[src/rtl/sds_pkg.sv]
package sds_pkg;

  typedef struct packed {
    logic loadRegion;
    logic loadSub;
    logic recPass;
    logic recFail;
    logic setMid;
    logic finishSub;
  } dpCtrl_t;

  typedef enum logic [2:0] {
    ST_IDLE,
    ST_SETUP,
    ST_SETTLE,
    ST_TRIAL,
    ST_EVAL,
    ST_FIN
  } seqState_t;

endpackage

[src/rtl/sds_datapath.sv]
module sds_datapath
  import sds_pkg::*;
#(
  parameter int PW         = 8,
  parameter int CW         = 4,
  parameter int OP_TICKS   = 200,
  parameter int MAX_TRIALS = 8,
  parameter int TW         = 7
) (
  input  logic          clk,
  input  logic          rstN,
  input  dpCtrl_t       ctl,
  input  logic [CW-1:0] numSub,
  output logic [PW-1:0] period,
  output logic [CW-1:0] subIdx,
  output logic [PW-1:0] regionMax,
  output logic [PW-1:0] budget,
  output logic [TW-1:0] trialsUsed,
  output logic          faultSeen,
  output logic          subDone,
  output logic          lastSub
);

  localparam int TCW = $clog2(MAX_TRIALS + 1);
  localparam logic [PW-1:0]  OP_P   = PW'(OP_TICKS);
  localparam logic [TCW-1:0] MAXT_P = TCW'(MAX_TRIALS);

  logic [PW-1:0]  lo, hi;
  logic [TCW-1:0] trialCnt;
  logic [CW-1:0]  numReg;
  logic [PW:0]    sumW;
  logic [PW-1:0]  midW;

  assign sumW = {1'b0, lo} + {1'b0, hi};
  assign midW = sumW[PW:1];

  always_ff @(posedge clk or negedge rstN) begin
    if (!rstN) begin
      lo         <= '0;
      hi         <= OP_P;
      period     <= OP_P;
      trialCnt   <= '0;
      subIdx     <= '0;
      numReg     <= '0;
      regionMax  <= '0;
      trialsUsed <= '0;
      faultSeen  <= 1'b0;
    end else begin
      if (ctl.loadRegion) begin
        regionMax  <= '0;
        trialsUsed <= '0;
        subIdx     <= '0;
        faultSeen  <= 1'b0;
        numReg     <= numSub;
      end
      if (ctl.finishSub) begin
        if (hi > regionMax) regionMax <= hi;
        subIdx <= subIdx + 1'b1;
      end
      if (ctl.loadSub) begin
        lo       <= '0;
        hi       <= OP_P;
        period   <= OP_P;
        trialCnt <= '0;
      end
      if (ctl.recPass) begin
        hi         <= period;
        trialCnt   <= trialCnt + 1'b1;
        trialsUsed <= trialsUsed + 1'b1;
      end
      if (ctl.recFail) begin
        lo         <= period;
        trialCnt   <= trialCnt + 1'b1;
        trialsUsed <= trialsUsed + 1'b1;
        if (trialCnt == '0) faultSeen <= 1'b1;
      end
      if (ctl.setMid) period <= midW;
    end
  end

  always_comb begin
    subDone = ((hi - lo) <= PW'(1)) || (trialCnt == MAXT_P) || (hi < regionMax);
    lastSub = (subIdx == numReg - 1'b1);
    budget  = OP_P - regionMax;
  end


  lo_le_hi_chk: assert property (@(posedge clk) disable iff (!rstN) lo <= hi);


  mid_inside_chk: assert property (@(posedge clk) disable iff (!rstN)
    ctl.setMid |=> (period > lo) && (period < hi));


  fault_sticky_chk: assert property (@(posedge clk) disable iff (!rstN)
    faultSeen && !ctl.loadRegion |=> faultSeen);


  max_bound_chk: assert property (@(posedge clk) disable iff (!rstN)
    regionMax <= OP_P);

endmodule

[src/rtl/sds_control.sv]
module sds_control
  import sds_pkg::*;
#(
  parameter int CW         = 4,
  parameter int SETTLE_CYC = 3
) (
  input  logic          clk,
  input  logic          rstN,
  input  logic          start,
  input  logic [CW-1:0] numSub,
  input  logic          trialDone,
  input  logic          trialPass,
  input  logic          subDone,
  input  logic          lastSub,
  output dpCtrl_t       ctl,
  output logic          setupApply,
  output logic          trialReq,
  output logic          busy,
  output logic          done
);

  localparam int SW = $clog2(SETTLE_CYC + 1);
  localparam logic [SW-1:0] SETTLE_LAST = SW'(SETTLE_CYC - 1);

  seqState_t state, nextState;
  logic [SW-1:0] settleCnt;

  always_ff @(posedge clk or negedge rstN) begin
    if (!rstN) begin
      state     <= ST_IDLE;
      settleCnt <= '0;
    end else begin
      state     <= nextState;
      settleCnt <= (state == ST_SETTLE) ? settleCnt + 1'b1 : '0;
    end
  end

  always_comb begin
    nextState = state;
    ctl       = '0;
    unique case (state)
      ST_IDLE: begin
        if (start) begin
          ctl.loadRegion = 1'b1;
          if (numSub == '0) begin
            nextState = ST_FIN;
          end else begin
            ctl.loadSub = 1'b1;
            nextState   = ST_SETUP;
          end
        end
      end
      ST_SETUP:  nextState = ST_SETTLE;
      ST_SETTLE: if (settleCnt == SETTLE_LAST) nextState = ST_TRIAL;
      ST_TRIAL: begin
        if (trialDone) begin
          ctl.recPass = trialPass;
          ctl.recFail = !trialPass;
          nextState   = ST_EVAL;
        end
      end
      ST_EVAL: begin
        if (subDone) begin
          ctl.finishSub = 1'b1;
          if (lastSub) begin
            nextState = ST_FIN;
          end else begin
            ctl.loadSub = 1'b1;
            nextState   = ST_SETUP;
          end
        end else begin
          ctl.setMid = 1'b1;
          nextState  = ST_SETUP;
        end
      end
      ST_FIN:  nextState = ST_IDLE;
      default: nextState = ST_IDLE;
    endcase
  end

  assign setupApply = (state == ST_SETUP);
  assign trialReq   = (state == ST_TRIAL);
  assign busy       = (state != ST_IDLE);
  assign done       = (state == ST_FIN);


  start_ignore_chk: assert property (@(posedge clk) disable iff (!rstN)
    start && busy && !done |=> busy);


  launch_after_settle_chk: assert property (@(posedge clk) disable iff (!rstN)
    $rose(trialReq) |-> $past(state) == ST_SETTLE);

endmodule

[src/rtl/subpath_delay_search.sv]
module subpath_delay_search
  import sds_pkg::*;
#(
  parameter int PW         = 8,
  parameter int CW         = 4,
  parameter int OP_TICKS   = 200,
  parameter int MAX_TRIALS = 8,
  parameter int SETTLE_CYC = 3,
  localparam int TW = $clog2(MAX_TRIALS * ((1 << CW) - 1) + 1)
) (
  input  logic          clk,
  input  logic          rstN,
  input  logic          start,
  input  logic [CW-1:0] numSub,
  output logic          setupApply,
  output logic          trialReq,
  output logic [PW-1:0] trialPeriod,
  output logic [CW-1:0] subpathIdx,
  input  logic          trialDone,
  input  logic          trialPass,
  output logic          busy,
  output logic          done,
  output logic [PW-1:0] regionMax,
  output logic [PW-1:0] budget,
  output logic [TW-1:0] trialsUsed,
  output logic          faultSeen
);

  dpCtrl_t ctl;
  logic    subDone, lastSub;

  sds_control #(.CW(CW), .SETTLE_CYC(SETTLE_CYC)) u_ctrl (
    .clk(clk), .rstN(rstN), .start(start), .numSub(numSub),
    .trialDone(trialDone), .trialPass(trialPass),
    .subDone(subDone), .lastSub(lastSub), .ctl(ctl),
    .setupApply(setupApply), .trialReq(trialReq), .busy(busy), .done(done)
  );

  sds_datapath #(.PW(PW), .CW(CW), .OP_TICKS(OP_TICKS),
                 .MAX_TRIALS(MAX_TRIALS), .TW(TW)) u_dp (
    .clk(clk), .rstN(rstN), .ctl(ctl), .numSub(numSub),
    .period(trialPeriod), .subIdx(subpathIdx), .regionMax(regionMax),
    .budget(budget), .trialsUsed(trialsUsed), .faultSeen(faultSeen),
    .subDone(subDone), .lastSub(lastSub)
  );


  trial_hold_chk: assert property (@(posedge clk) disable iff (!rstN)
    trialReq && !trialDone |=> trialReq && $stable(trialPeriod));


  setup_excl_chk: assert property (@(posedge clk) disable iff (!rstN)
    setupApply |-> !trialReq);


  done_pulse_chk: assert property (@(posedge clk) disable iff (!rstN)
    done |=> !done);

endmodule

[config.mk]
export PLATFORM = sky130hd
export DESIGN_NAME = subpath_delay_search
export DESIGN_NICKNAME = d
export VERILOG_FILES = /design/src/rtl/sds_pkg.sv /design/src/rtl/sds_datapath.sv /design/src/rtl/sds_control.sv /design/src/rtl/subpath_delay_search.sv
export SDC_FILE = /design/constraint.sdc
export NUM_CORES = 1
export LEC_CHECK = 0
export BUFFER_PORTS_ARGS = -buffer_cell sky130_fd_sc_hd__buf_2
export CAP_MARGIN = 40
export CORE_MARGIN = 2
export CORE_UTILIZATION = 52
export CTS_CLUSTER_SIZE = 12
export DETAILED_ROUTE_END_ITERATION = 8
export PLACE_DENSITY = 0.76
export SLEW_MARGIN = 25
export SYNTH_ARGS = -nofsm -noshare
export SYNTH_HDL_FRONTEND = slang
export SYNTH_SLANG_ARGS = --single-unit
[constraint.sdc]
create_clock -name clk -period 2.95 [get_ports clk]
set_clock_uncertainty 0.15 [all_clocks]
set_input_delay 0.59 -clock clk [delete_from_list [all_inputs] [get_ports clk]]
set_output_delay 0.59 -clock clk [all_outputs]
set_load 0.01 [all_outputs]
==> results.sh, run 1 <==
export IMPL_post_synth_edffs=0
export IMPL_arrival_time_worst_endpoint_ns=3.10
export IMPL_clock_root_buffer="clkbuf_8"
export IMPL_place_detailed_hpwl_mm=6.19
export IMPL_grt_start_max_net_pins=58
export IMPL_postSynthNetCount=434
export IMPL_crit_chain="ha_4, fa_2, nand2b_4, o2bb2ai_2, mux2i_1, or4b_4, a211o_1, a311o_1, mux2_4"
export IMPL_timing_critical_path_to_type="register"
export IMPL_num_nets_final=505
export IMPL_core_rowCount=30
export IMPL_grt_first_pass_wirelength_mm=14.0
export IMPL_synth_seq_cells=57
export IMPL_rsz0062_at_grt="yes"
export IMPL_area_fraction_in_compound_gates_after_synthesis_pct=18.3
export IMPL_cp_data_required_time_ns=3.04
export IMPL_post_detailed_route_via_to_cell_ratio=5.73
export IMPL_layout_area_overhead_vs_synth_pct=22.4
export IMPL_cts_tree="yes"
export IMPL_power_leakage_nw=2.15
export IMPL_cts_sinks=57
export IMPL_synth_mux_area_share_pct=4.45
export IMPL_critical_path_buf_inv_count=0
export IMPL_numPortBuffers=48
export IMPL_totalPowerFinal_mw=4.68
export IMPL_cts_root_to_sink_buffers=2
export IMPL_wirelength_met1_mm=3.91
export IMPL_final_hold_viols=0
export IMPL_critPathMaxStageDelay_ns=0.52
export IMPL_num_io_pins=49
export IMPL_multiInputGateArea_um2=2020
export IMPL_ys_dominant_reg_cell="dfrtp_1"
export IMPL_design_die_area_um2=7610
export IMPL_critical_path_slowest_cell="or4b_4"
export IMPL_crit_path_max_fo=2
export IMPL_drt_first_pass_iters=5
export IMPL_final_seq_area_um2=1440
export IMPL_netlist_area_um2=3600
export IMPL_nFillCells=575
export IMPL_postLayoutSetupSlackWorst_ns=-0.0544
export IMPL_result_of_the_run="finished with violations"
export IMPL_syn_instance_count=393
export IMPL_synth_simple_area_share_pct=15.4
export IMPL_route_detailed_drc=0
export IMPL_adder_cell_fraction_of_synth_area_pct=11.5
export IMPL_path_depth=9
export IMPL_share_seq_of_total_power_pct=29.1
export IMPL_detail_route_antenna_nets=0
export IMPL_worst_pin_slew_ns=0.723
export IMPL_setup_violations=9
export IMPL_numPlacedInstances=527
export IMPL_portion_of_the_post_synthesis_area_used_by_sequential_elements_pct=39.8
export IMPL_r2r_slack_ns=-0.05
export IMPL_highest_layer="met4"
export IMPL_startpoint_type="register"
export IMPL_power_frac_comb_pct=52.9
export IMPL_max_cap_viol_count=0
export IMPL_async_flop_share_pct=100
export IMPL_holdWs_ns=0.0756
export IMPL_setup_worst_path_class="reg -> reg"
export IMPL_powerDensity_nw_per_um2=1060
export IMPL_final_util_pct=65.3
export IMPL_post_synth_num_cell_types=53
export IMPL_gr_total_overflow=0
export IMPL_synth_avg_cell_area_um2=9.16
export IMPL_layout_drive_gt1_share_pct=25.2
export IMPL_crit_end="u_dp.regionMax[6]"
export IMPL_hp_class="in -> async"
export IMPL_die_width_um=87.2
export IMPL_tritoncts_num_buffers=9
export IMPL_length_in_cells_of_the_worst_reg_to_reg_path=9
export IMPL_fp_coreArea_um2=6760
export IMPL_wl_per_cell_um=15.7
export IMPL_clock_transition_at_the_registers_of_the_reported_paths_ns=0.07
export IMPL_cts_htree_levels=3
export IMPL_synth_xor_area_share_pct=4.62
export IMPL_postRouteWirelength_mm=8.64
export IMPL_met3WireLength_um=440
export IMPL_worstSetupStartpoint="u_dp.lo[0]"
export IMPL_detailedRoute_firstIterationViolations=241
export IMPL_total_number_of_yosys_warnings=0
export IMPL_insertedDiodeCount=0
export IMPL_switchingPower_mw=1.94
export IMPL_vias=3148
export IMPL_antenna_violations_before_repair=0
export IMPL_timing_rr_end="u_dp.regionMax[6]"
export IMPL_clkPwrFrac_pct=18.0
export IMPL_timing_final_crit_share_pct=102
export IMPL_fmaxAchievable_mhz=333
export IMPL_floorplan_die_height_um=87.2
export IMPL_preCtsSetupSlack_ns=-0.0743
export IMPL_synth_top_family_by_area="compound AO/OA/AOI/OAI gates"
export IMPL_max_slew_margin_rel_pct=51.3
export IMPL_category_of_cells_accounting_for_the_largest_share_of_critical_path_delay="compound AO/OA/AOI/OAI gates"
export IMPL_violations_in_the_final_reports="negative setup slack"
export IMPL_netSwitchingFraction_pct=41.5
export IMPL_routability_congestion_estimate_from_global_placement=0.937
export IMPL_met2WireLength_mm=4.15
export IMPL_grt_pass1_vias=3011
export IMPL_source_to_sink_clock_delay_at_the_later_pin_of_the_worst_skew_pair_ns=0.35
export IMPL_rr_startpoint="u_dp.lo[0]"
export IMPL_finish_cell_count_without_fillers=549
export IMPL_initial_core_util_pct=53.3
export IMPL_power_ir_vdd_worst_v=0.000380
export IMPL_internal_power_mw=2.74
export IMPL_post_route_min_period_ns=3.00
export IMPL_post_cts_hold_buffer_count=0
export IMPL_grt_total_usage_pct=23.7
export IMPL_final_max_slew_violation_count=0
-- worst min path at each step --
stage	endpoint	slack (ns)	startpoint	depth (start not counted)
2_1_floorplan	u_ctrl.settleCnt[0]	0.14	rstN	0
3_3_place_gp	u_ctrl.settleCnt[0]	0.26	u_ctrl.settleCnt[0]	1
3_5_place_dp	u_ctrl.settleCnt[0]	0.27	u_ctrl.settleCnt[0]	1
4_1_cts	u_dp.numReg[0]	0.09	rstN	2
5_1_grt	u_dp.numReg[1]	0.10	rstN	2
6_report	u_dp.numReg[3]	0.08	rstN	2
-- power by group through the flow --
stage	clock, mW	sequential [mW]	combinational [mW]
2_1_floorplan	0	1.32	1.61
5_1_grt	0.886	1.40	2.74
3_5_place_dp	0	1.37	2.30
6_report	0.841	1.36	2.48
3_3_place_gp	0	1.35	2.24
4_1_cts	0.848	1.36	2.39
-- final cells by class --
type	count	area share (%)
Multi-Input combinational cell	285	45.8
Sequential cell	57	32.5
Timing Repair Buffer	76	11.3
Clock buffer	10	3.12
Inverter	35	2.98
Tap cell	80	2.27
Clock inverter	6	2.01
-- metrics by stage --
stage / TNS, ns / area [µm²]
6_report: -0.309 / 4410
5_1_grt: -2.50 / 4410
4_1_cts: -0.0819 / 4340
3_5_place_dp: -1.31 / 4060
3_3_place_gp: -0.206 / 4060
2_1_floorplan: -0.150 / 3610
-- cells by family after synthesis --
kind of cell,after synthesis
AOI/OAI and AO/OA,103
xor gates and xnor gates,19
adders and majority gates,32
buffers and inverters,51
DFF,57
muxes,15
and+or+nand+nor,116
-- worst reg2reg max path: cells and delay by family (launching register included) --
family / cells / cell delay (ns)
AND/OR/NAND/NOR: 2 / 0.67
AO/OA/AOI/OAI: 3 / 0.73
adder cells (fa/ha/maj): 2 / 0.52
multiplexers: 2 / 0.43
flip-flops: 1 / 0.41
-- per-layer routing --
metal,vias to the layer above,global-route usage [%]
met2,90,37.9
met3,13,5.59
li1,1518,-
met5,-,0
met4,0,8.95
met1,1527,31.5
-- state kept, by name (all words and copies together) (netlist names) --
signal / count
u_dp.hi: 8
u_dp.period: 8
u_dp.lo: 8
u_dp.subIdx: 4
u_dp.trialsUsed: 7
u_dp.numReg: 4
u_dp.trialCnt: 4
u_dp.regionMax: 8
u_dp.faultSeen: 1
u_ctrl.settleCnt: 2
u_ctrl.state: 3
-- synth_stat cells (all sizes together) (3+ instances only) --
| master | count | area share, % |
|---|---|---|
| o2111ai | 3 | 0.73 |
| o31ai | 13 | 2.7 |
| xnor2 | 17 | 4.1 |
| nor3 | 4 | 0.56 |
| ha | 30 | 10 |
| o21ai | 29 | 4.0 |
| nand3b | 3 | 0.63 |
| a22oi | 3 | 0.63 |
| mux2 | 5 | 1.7 |
| a21o | 6 | 1.3 |
| dfstp | 6 | 4.4 |
| nand3 | 7 | 0.97 |
| and3 | 7 | 1.2 |
| mux2i | 10 | 2.8 |
| nor2 | 25 | 2.6 |
| nand4 | 4 | 0.69 |
| o22ai | 6 | 1.0 |
| dfrtp | 51 | 35 |
| nand2b | 7 | 1.2 |
| nand2 | 45 | 4.7 |
| o211ai | 4 | 0.83 |
| nor2b | 3 | 0.52 |
| buf | 6 | 1.2 |
| a21oi | 19 | 2.7 |
| inv | 35 | 3.6 |
| clkbuf | 10 | 1.0 |
| a31oi | 5 | 0.87 |
| and2 | 3 | 0.52 |
| nor4 | 3 | 0.52 |
-- repair_timing --
item,in CTS,in global routing
pin swaps,2,4
cloned,0,1
setup buffers,3,3
resized for setup,6,7
setup endpoints to repair,33,38
hold endpoints to repair,0,0
-- cell usage in the layout, fill, tap and decap left out, types with 3 or more instances in the layout --
master,count
mux2_2,4
a31oi_1,5
nand2_1,45
nand4_1,4
o211ai_1,4
mux2i_1,9
a21o_1,6
o2111ai_1,3
nand3_1,7
o21ai_0,27
nand2b_1,6
dfstp_2,6
and3_1,7
ha_1,29
o31ai_1,13
nand3b_1,3
xnor2_1,17
nor2_1,25
clkbuf_8,10
inv_1,34
a21oi_1,17
and2_1,3
buf_4,24
dfrtp_1,50
buf_2,48
nor3_1,4
o22ai_1,6
nor4_1,3
a22oi_1,3
No activity file was read; power rests on OpenSTA's default activity.
==> inputs of run 2 (changes only) <==
--- a/config.mk
+++ b/config.mk
@@ -7,11 +7,13 @@
 export LEC_CHECK = 0
 export BUFFER_PORTS_ARGS = -buffer_cell sky130_fd_sc_hd__buf_2
 export CAP_MARGIN = 40
+export CELL_PAD_IN_SITES_DETAIL_PLACEMENT = 2
+export CELL_PAD_IN_SITES_GLOBAL_PLACEMENT = 2
 export CORE_MARGIN = 2
-export CORE_UTILIZATION = 52
+export CORE_UTILIZATION = 32
 export CTS_CLUSTER_SIZE = 12
 export DETAILED_ROUTE_END_ITERATION = 8
-export PLACE_DENSITY = 0.76
+export PLACE_DENSITY_LB_ADDON = 0.1
 export SLEW_MARGIN = 25
 export SYNTH_ARGS = -nofsm -noshare
 export SYNTH_HDL_FRONTEND = slang
==> results.sh, run 2 (synthesized netlist as in run 1, its figures left out) <==
export IMPL_source_to_sink_clock_delay_at_the_later_pin_of_the_worst_skew_pair_ns=0.36
export IMPL_cts_root_to_sink_buffers=2
export IMPL_setup_worst_path_class="reg -> reg"
export IMPL_met2WireLength_mm=6.47
export IMPL_design_die_area_um2=12100
export IMPL_postRouteWirelength_mm=12.4
export IMPL_post_detailed_route_via_to_cell_ratio=5.30
export IMPL_routability_congestion_estimate_from_global_placement=0.814
export IMPL_layout_commonest_cell="dfrtp_1"
export IMPL_most_frequent_cells_in_the_layout="dfrtp_1 (51), buf_2 (48), nand2_1 (44)"
export IMPL_layout_area_overhead_vs_synth_pct=30.9
export IMPL_clock_transition_at_the_registers_of_the_reported_paths_ns=0.08
export IMPL_hp_class="in -> async"
export IMPL_fmaxAchievable_mhz=322
export IMPL_route_detailed_drc=0
export IMPL_cts_htree_levels=3
export IMPL_worst_pin_slew_ns=0.574
export IMPL_die_width_um=110
export IMPL_setup_violations=32
export IMPL_gr_total_overflow=0
export IMPL_numPlacedInstances=598
export IMPL_rsz0062_at_grt="yes"
export IMPL_fp_coreArea_um2=10900
export IMPL_drt_first_pass_iters=4
export IMPL_met3WireLength_um=380
export IMPL_result_of_the_run="finished with violations"
export IMPL_wl_per_cell_um=19.9
export IMPL_insertedDiodeCount=0
export IMPL_highest_layer="met4"
export IMPL_cts_tree="yes"
export IMPL_post_route_min_period_ns=3.10
export IMPL_place_detailed_hpwl_mm=8.85
export IMPL_num_io_pins=49
export IMPL_clock_root_buffer="clkbuf_8"
export IMPL_post_cts_hold_buffer_count=0
export IMPL_initial_core_util_pct=33.1
export IMPL_powerDensity_nw_per_um2=1110
export IMPL_vias=3295
export IMPL_max_cap_viol_count=0
export IMPL_cp_data_required_time_ns=3.04
export IMPL_timing_final_crit_share_pct=105
export IMPL_grt_start_max_net_pins=26
export IMPL_violations_in_the_final_reports="negative setup slack"
export IMPL_detail_route_antenna_nets=0
export IMPL_tritoncts_num_buffers=9
export IMPL_nFillCells=1165
export IMPL_grt_first_pass_wirelength_mm=19.3
export IMPL_cts_sinks=57
export IMPL_num_nets_final=518
export IMPL_floorplan_die_height_um=110
export IMPL_totalPowerFinal_mw=5.25
export IMPL_postLayoutSetupSlackWorst_ns=-0.155
export IMPL_power_ir_vdd_worst_v=0.000394
export IMPL_startpoint_type="register"
export IMPL_grt_total_usage_pct=21.3
export IMPL_wirelength_met1_mm=5.38
export IMPL_finish_cell_count_without_fillers=622
export IMPL_final_max_slew_violation_count=0
export IMPL_detailedRoute_firstIterationViolations=97
export IMPL_antenna_violations_before_repair=0
export IMPL_max_slew_margin_rel_pct=61.7
export IMPL_power_leakage_nw=2.24
export IMPL_arrival_time_worst_endpoint_ns=3.20
export IMPL_final_hold_viols=0
export IMPL_crit_path_max_fo=2
export IMPL_grt_pass1_vias=3541
export IMPL_final_setup_tns_ns=-2.76
export IMPL_numPortBuffers=48
export IMPL_timing_critical_path_to_type="register"
export IMPL_layout_drive_gt1_share_pct=29.5
export IMPL_core_rowCount=38
run 2: cell count changes in the layout (fill, tap and decap cells not counted), moves of 2 or more:
cell     before  now
buf_4        24   31
a21oi_1      17   15
buf_6         1    3
o21ai_2       0    2
a31oi_1       5    3
o21ai_1       1    6
o21ai_0      27   20
a31oi_4       0    2
a22oi_1       3    0
a22oi_2       0    3
buf_12        2    5
run 2: worst paths after layout:
check	slack [ns]	cells past startpoint	startpoint	endpoint
worst max register to register	-0.15	9	u_dp.lo[0]	u_dp.regionMax[6]
min in group clk	0.28	1	u_ctrl.settleCnt[0]	u_ctrl.settleCnt[0]
worst min register to register	0.28	1	u_ctrl.settleCnt[0]	u_ctrl.settleCnt[0]
max in group asynchronous	1.89	2	rstN	u_dp.hi[6]
worst min-delay path	0.01	1	rstN	u_dp.numReg[1]
worst max-delay path	-0.15	9	u_dp.lo[0]	u_dp.regionMax[6]
run 2: cell type report:
cell class / count / area (µm²) / area share [%]
clock buffers: 11 / 141 / 3.00
repair buffers: 89 / 659 / 14.0
well taps: 140 / 175 / 3.72
inverters: 35 / 131 / 2.79
flip-flops and latches: 57 / 1430 / 30.4
multi-input cells: 285 / 2120 / 44.9
clock inverters: 5 / 55.1 / 1.17
run 2: critical path, cell delays in order, from the launching register on:
cell and delay [ns]:
dfrtp_1 0.42, ha_4 0.18, fa_2 0.34, nand2b_4 0.15, o2bb2ai_2 0.13, mux2i_1 0.14, or4b_4 0.56, a211o_1 0.28
a311o_1 0.32, mux2_4 0.31
run 2: power by group:
part / internal (mW) / switching, mW
clock network: 0.410 / 0.357
logic: 1.42 / 1.68
registers: 1.08 / 0.302
total: 2.91 / 2.34
run 2: layer usage:
layer	track usage, %	vias up
met4	3.80	0
met3	4.59	13
met2	38.7	49
li1	-	1551
met5	0	-
met1	26.2	1682
run 2: metrics by stage:
step / instance area [µm²] / hold slack [ns] / worst slack [ns] / utilization (%)
floorplan: 3610 / 0.144 / -0.150 / -
global placement: 4220 / 0.269 / -0.111 / 38.7
detailed placement: 4220 / 0.277 / -0.186 / 38.7
CTS: 4580 / 0.0157 / -0.118 / 42.0
global route: 4710 / 0.0196 / -0.235 / 43.3
finish: 4710 / 0.0109 / -0.155 / 43.3
run 2: repair_timing:
| action | CTS | global route |
|---|---|---|
| buffers inserted | 4 | 3 |
| endpoints found under the setup margin | 41 | 41 |
| pin swaps | 5 | 5 |
| gates resized for setup | 23 | 20 |
| endpoints found under the hold margin | 0 | 0 |
| gates cloned | 2 | 1 |
